<file path="src/rtl/sem_pkg.sv">
package sem_pkg;
  localparam int FLAG_BITS = 3;
  localparam int NUM_FLAGS = 1 << FLAG_BITS;

  // Strobes from the decoder to the token store and read ports
  typedef struct packed {
    logic [NUM_FLAGS-1:0] setReqL;
    logic [NUM_FLAGS-1:0] clrReqL;
    logic [NUM_FLAGS-1:0] setReqR;
    logic [NUM_FLAGS-1:0] clrReqR;
    logic                 rdL;
    logic                 rdR;
    logic [FLAG_BITS-1:0] idxL;
    logic [FLAG_BITS-1:0] idxR;
  } semCmd_t;
endpackage

</file>
<file path="src/rtl/sem_ctrl.sv">
module sem_ctrl
  import sem_pkg::*;
(
  input  logic                 lVld,
  input  logic                 lWr,
  input  logic [FLAG_BITS-1:0] lAddr,
  input  logic                 lDin,
  input  logic                 rVld,
  input  logic                 rWr,
  input  logic [FLAG_BITS-1:0] rAddr,
  input  logic                 rDin,
  output semCmd_t              cmd
);
  always_comb begin
    cmd = '0;
    if (lVld && lWr) begin
      if (lDin) cmd.clrReqL[lAddr] = 1'b1;
      else      cmd.setReqL[lAddr] = 1'b1;
    end
    if (rVld && rWr) begin
      if (rDin) cmd.clrReqR[rAddr] = 1'b1;
      else      cmd.setReqR[rAddr] = 1'b1;
    end
    cmd.rdL  = lVld && !lWr;
    cmd.rdR  = rVld && !rWr;
    cmd.idxL = lAddr;
    cmd.idxR = rAddr;
  end
endmodule

</file>
<file path="src/rtl/sem_flags.sv">
module sem_flags
  import sem_pkg::*;
(
  input  logic                 clk,
  input  logic                 rst,
  input  semCmd_t              cmd,
  output logic [NUM_FLAGS-1:0] ownL,
  output logic [NUM_FLAGS-1:0] ownR
);
  logic [NUM_FLAGS-1:0] reqL, reqR;
  logic [NUM_FLAGS-1:0] reqLNxt, reqRNxt, ownLNxt, ownRNxt;

  for (genvar g = 0; g < NUM_FLAGS; g++) begin : gFlag
    logic lReq, rReq;
    assign lReq = (reqL[g] | cmd.setReqL[g]) & ~cmd.clrReqL[g];
    assign rReq = (reqR[g] | cmd.setReqR[g]) & ~cmd.clrReqR[g];
    assign reqLNxt[g] = lReq;
    assign reqRNxt[g] = rReq;
    // A right holder keeps the token while it still wants it;
    // otherwise the left side has priority.
    always_comb begin
      if (ownR[g]) begin
        ownRNxt[g] = rReq;
        ownLNxt[g] = !rReq && lReq;
      end else begin
        ownLNxt[g] = lReq;
        ownRNxt[g] = !lReq && rReq;
      end
    end
  end

  always_ff @(posedge clk) begin
    if (rst) begin
      reqL <= '0;
      reqR <= '0;
      ownL <= '0;
      ownR <= '0;
    end else begin
      reqL <= reqLNxt;
      reqR <= reqRNxt;
      ownL <= ownLNxt;
      ownR <= ownRNxt;
    end
  end
endmodule

</file>
<file path="src/rtl/sem_rd_port.sv">
module sem_rd_port
  import sem_pkg::*;
#(
  parameter int DATA_W = 16
) (
  input  logic                 clk,
  input  logic                 rst,
  input  logic                 rd,
  input  logic [FLAG_BITS-1:0] idx,
  input  logic [NUM_FLAGS-1:0] own,
  output logic [DATA_W-1:0]    rdata
);
  always_ff @(posedge clk) begin
    if (rst)     rdata <= '1;
    else if (rd) rdata <= {DATA_W{~own[idx]}};
  end
endmodule

</file>
<file path="src/rtl/sem_token_unit.sv">
module sem_token_unit
  import sem_pkg::*;
#(
  parameter int DATA_W = 16
) (
  input  logic                 clk,
  input  logic                 rst,
  input  logic                 lVld,
  input  logic                 lWr,
  input  logic [FLAG_BITS-1:0] lAddr,
  input  logic                 lDin,
  output logic [DATA_W-1:0]    lRdata,
  input  logic                 rVld,
  input  logic                 rWr,
  input  logic [FLAG_BITS-1:0] rAddr,
  input  logic                 rDin,
  output logic [DATA_W-1:0]    rRdata
);
  semCmd_t              cmd;
  logic [NUM_FLAGS-1:0] ownL, ownR;

  sem_ctrl u_ctrl (
    .lVld(lVld), .lWr(lWr), .lAddr(lAddr), .lDin(lDin),
    .rVld(rVld), .rWr(rWr), .rAddr(rAddr), .rDin(rDin),
    .cmd(cmd)
  );

  sem_flags u_flags (
    .clk(clk), .rst(rst), .cmd(cmd), .ownL(ownL), .ownR(ownR)
  );

  sem_rd_port #(.DATA_W(DATA_W)) u_rdL (
    .clk(clk), .rst(rst), .rd(cmd.rdL), .idx(cmd.idxL), .own(ownL), .rdata(lRdata)
  );

  sem_rd_port #(.DATA_W(DATA_W)) u_rdR (
    .clk(clk), .rst(rst), .rd(cmd.rdR), .idx(cmd.idxR), .own(ownR), .rdata(rRdata)
  );
endmodule

</file>
<file path="config.mk">
export PLATFORM = sky130hd
export DESIGN_NAME = sem_token_unit
export DESIGN_NICKNAME = d
export VERILOG_FILES = /design/src/rtl/sem_pkg.sv /design/src/rtl/sem_ctrl.sv /design/src/rtl/sem_flags.sv /design/src/rtl/sem_rd_port.sv /design/src/rtl/sem_token_unit.sv
export SDC_FILE = /design/constraint.sdc
export NUM_CORES = 1
export LEC_CHECK = 0
export ABC_AREA = 1
export BUFFER_PORTS_ARGS = -buffer_cell sky130_fd_sc_hd__buf_2
export CORE_MARGIN = 2
export CORE_UTILIZATION = 57
export DETAILED_ROUTE_END_ITERATION = 10
export PLACE_DENSITY = 0.84
export SETUP_SLACK_MARGIN = 0.1
export SLEW_MARGIN = 40
export SYNTH_ARGS = -nofsm -noshare
export SYNTH_HDL_FRONTEND = slang
export SYNTH_SLANG_ARGS = --single-unit
</file>
<file path="constraint.sdc">
create_clock -name clk -period 1.9 [get_ports clk]
set_clock_uncertainty 0.2 [all_clocks]
set_input_delay 0.19 -clock clk [delete_from_list [all_inputs] [get_ports clk]]
set_output_delay 0.19 -clock clk [all_outputs]
set_load 0.005 [all_outputs]
</file>
==> reports/metrics.cfg <==
[detailed_routing]
drt-initial-drc-count = 76
ant_nets = 0
vias_per_cell = 4.69
drcViolationCount = 0
drtPass1Iterations = 4
routed_wl_um = 3440
vias = 1593
route.detailed.wl_per_inst_um = 10.1

[critical_path]
cp-start-kind = primary input
cp_slowest_stage_delay_ns = 0.56
reg2reg_depth = 3
worstPathRequired_ns = 1.99
path_class = in -> reg
crit_path_cell_trace = dlygate4sd3_1 -> buf_2 -> nor2_1 -> dlygate4sd3_1 -> o21ai_0 -> nand2_1
cpMostUsedCell = dlygate4sd3_1
cp-end-kind = flop
crit_slowest_cell = dlygate4sd3_1
rrSetupSlack_ns = 0.37
worstPathArrival_ns = 1.68
crit_fanout = 3

[global_route]
grt_pass1_wl_um = 5640
grt_pass1_vias = 1347
grt_usage_pct = 21.1
antenna_found_initial = 0
grt_start_max_net_pins = 18
overflow = 0

[placement]
place_hpwl_um = 2630
place_ws_ns = 0.561
dpl-instance-area_mm2 = 0.00186
port_buffers = 45
routabilityCongestion = 0.852
dp.cells = 328

[synthesis]
synth.largest_area_cell = dfxtp_1
synth_cell_types = 18
synth_area_leaders = dfxtp_1, nand2_1, buf_4
synth_nets = 286
yosysTopAreaCellShare_pct = 37.1
avgSynthCellArea_um2 = 6.74
syn_inst = 272
ys_seq_area_share_pct = 37.1
netlist_area_mm2 = 0.00183
ys_ff_latch = 34
ys_warn_count = 0

[power_and_ir_drop]
vdd_drop_max_mv = 0.569
p_sw_share_pct = 25.7
p_int_uw = 1080
p_seq_share_pct = 51.4
power_density_mw_per_mm2 = 731
p_leak_uw = 0.00102
pwr-share-comb_pct = 12.4
power_frac_clock_pct = 36.2
p_switching_uw = 372

[timing]
slew_viol_final = 0
worst_pin_slew_ns = 0.591
setup_viol = 0
fmax_mhz = 628
hold_viol_final = 0
grt_setup_unrepaired = false
slew_headroom_pct = 60.5
min_period_ns = 1.59
setup_tns_ns = 0
fin_crit_sh_pct = 83.8
setup_slack_ns = 0.308

[clock_tree]
cts_setup_buffers = 0
cts_buffers = 5
root_buffer = clkbuf_4
cts.path.max_buffers = 2
cts_tree = yes
h-tree-depth = 2
clkLatencyLatePin_ns = 0.34
cts.sinks = 34
clk_pin_slew_ns = 0.10

[die]
initial_utilization_pct = 60.0
die_h_um = 60.7
core_area_mm2 = 0.00305
dieArea_mm2 = 0.00369
io_pins = 46
rows = 20
die_w_um = 60.7

[final_layout]
synthToLayoutAreaGrowth_pct = 8.05
postLayoutCellArea_mm2 = 0.00198
fin_cells = 340
antenna_cells = 0
drive_above_1_share_pct = 22.6
fillers = 300
num-nets-final = 309
final_core_util_pct = 64.9

[min_path]
hold_path.class = in -> reg
min_path_cells = 6

[run]
drv_cap = 0

[outcome]
status = finished clean

routing by layer:
layer / vias to the layer above / global-route usage [%] / part of all wire [%]
met5: - / 0 / 0
met4: 0 / 8.70 / 2.2
met3: 8 / 6.40 / 7.3
met2: 68 / 34.1 / 43
met1: 681 / 26.4 / 48
li1: 836 / - / -
synth_stat cells, drive strengths merged:
cell	n
nor2	34
nand3	46
nor2b	4
o21bai	2
buf	30
clkbuf	3
a21oi	2
inv	47
o21ai	2
dfxtp	34
clkinv	2
nand2	66
path summary, 6_finish.rpt:
check / start / to
setup / recovery: lWr / u_rdL.rdata[0]$_SDFFE_PP1P_
hold / removal: lVld / u_rdL.rdata[0]$_SDFFE_PP1P_
setup reg to reg: u_rdR.rdata[0]$_SDFFE_PP1P_ / u_rdR.rdata[0]$_SDFFE_PP1P_
hold reg to reg: u_flags.ownR[2]$_SDFF_PP0_ / u_flags.ownR[2]$_SDFF_PP0_
critical path, delay by kind of cell:
| family | cells | cell delay, ns |
|---|---|---|
| buf+inv | 3 | 1.23 |
| compound gates | 1 | 0.07 |
| simple gates | 2 | 0.19 |
power groups by stage:
stage / logic (µW) / clock network (µW) / registers (µW)
floorplan: 149 / 0 / 761
global placement: 169 / 0 / 760
detailed placement: 172 / 0 / 762
CTS: 179 / 534 / 745
global route: 205 / 566 / 749
finish: 179 / 524 / 745
through the flow:
stage                     power (µW)  hold slack (ns)
after floorplan                  910           0.0857
after global placement           929            0.212
after detailed placement         933            0.210
after CTS                       1460          0.00193
after global routing            1520           0.0439
final                           1450           0.0297
kinds of logic after synthesis:
logic type | Yosys count | share of synthesized area, %
simple gates | 150 | 37.1
buf+inv | 82 | 23.8
compound gates | 6 | 1.91
flops | 34 | 37.1
registers in the layout, indices dropped and copies added (netlist names):
name / count
u_flags.reqL: 8
u_rdL.rdata: 1
u_flags.ownR: 8
u_rdR.rdata: 1
u_flags.ownL: 8
u_flags.reqR: 8
timing repair:
action                                 in CTS  in global routing
hold buffers                                4                  0
endpoints found under the hold margin       2                  0
resized for setup                           0                  0
placed cells by master, fill, tap and decap left out, types with 5 or more instances in the layout:
master and instances:
nand2_1 62, inv_1 47, buf_2 45, nand3_1 42
dfxtp_1 34, nor2_1 30, clkbuf_4 5
layout make-up:
type                            instances  area, µm²  share of cell area (%)
Multi-Input combinational cell        156        716                    36.1
Sequential cell                        34        681                    34.4
Timing Repair Buffer                   49        265                    13.4
Inverter                               49        186                    9.41
Tap cell                               44       55.1                    2.78
Clock inverter                          3       40.0                    2.02
Clock buffer                            5       37.5                    1.90
Note: power is estimated with default switching activity, not from simulation.
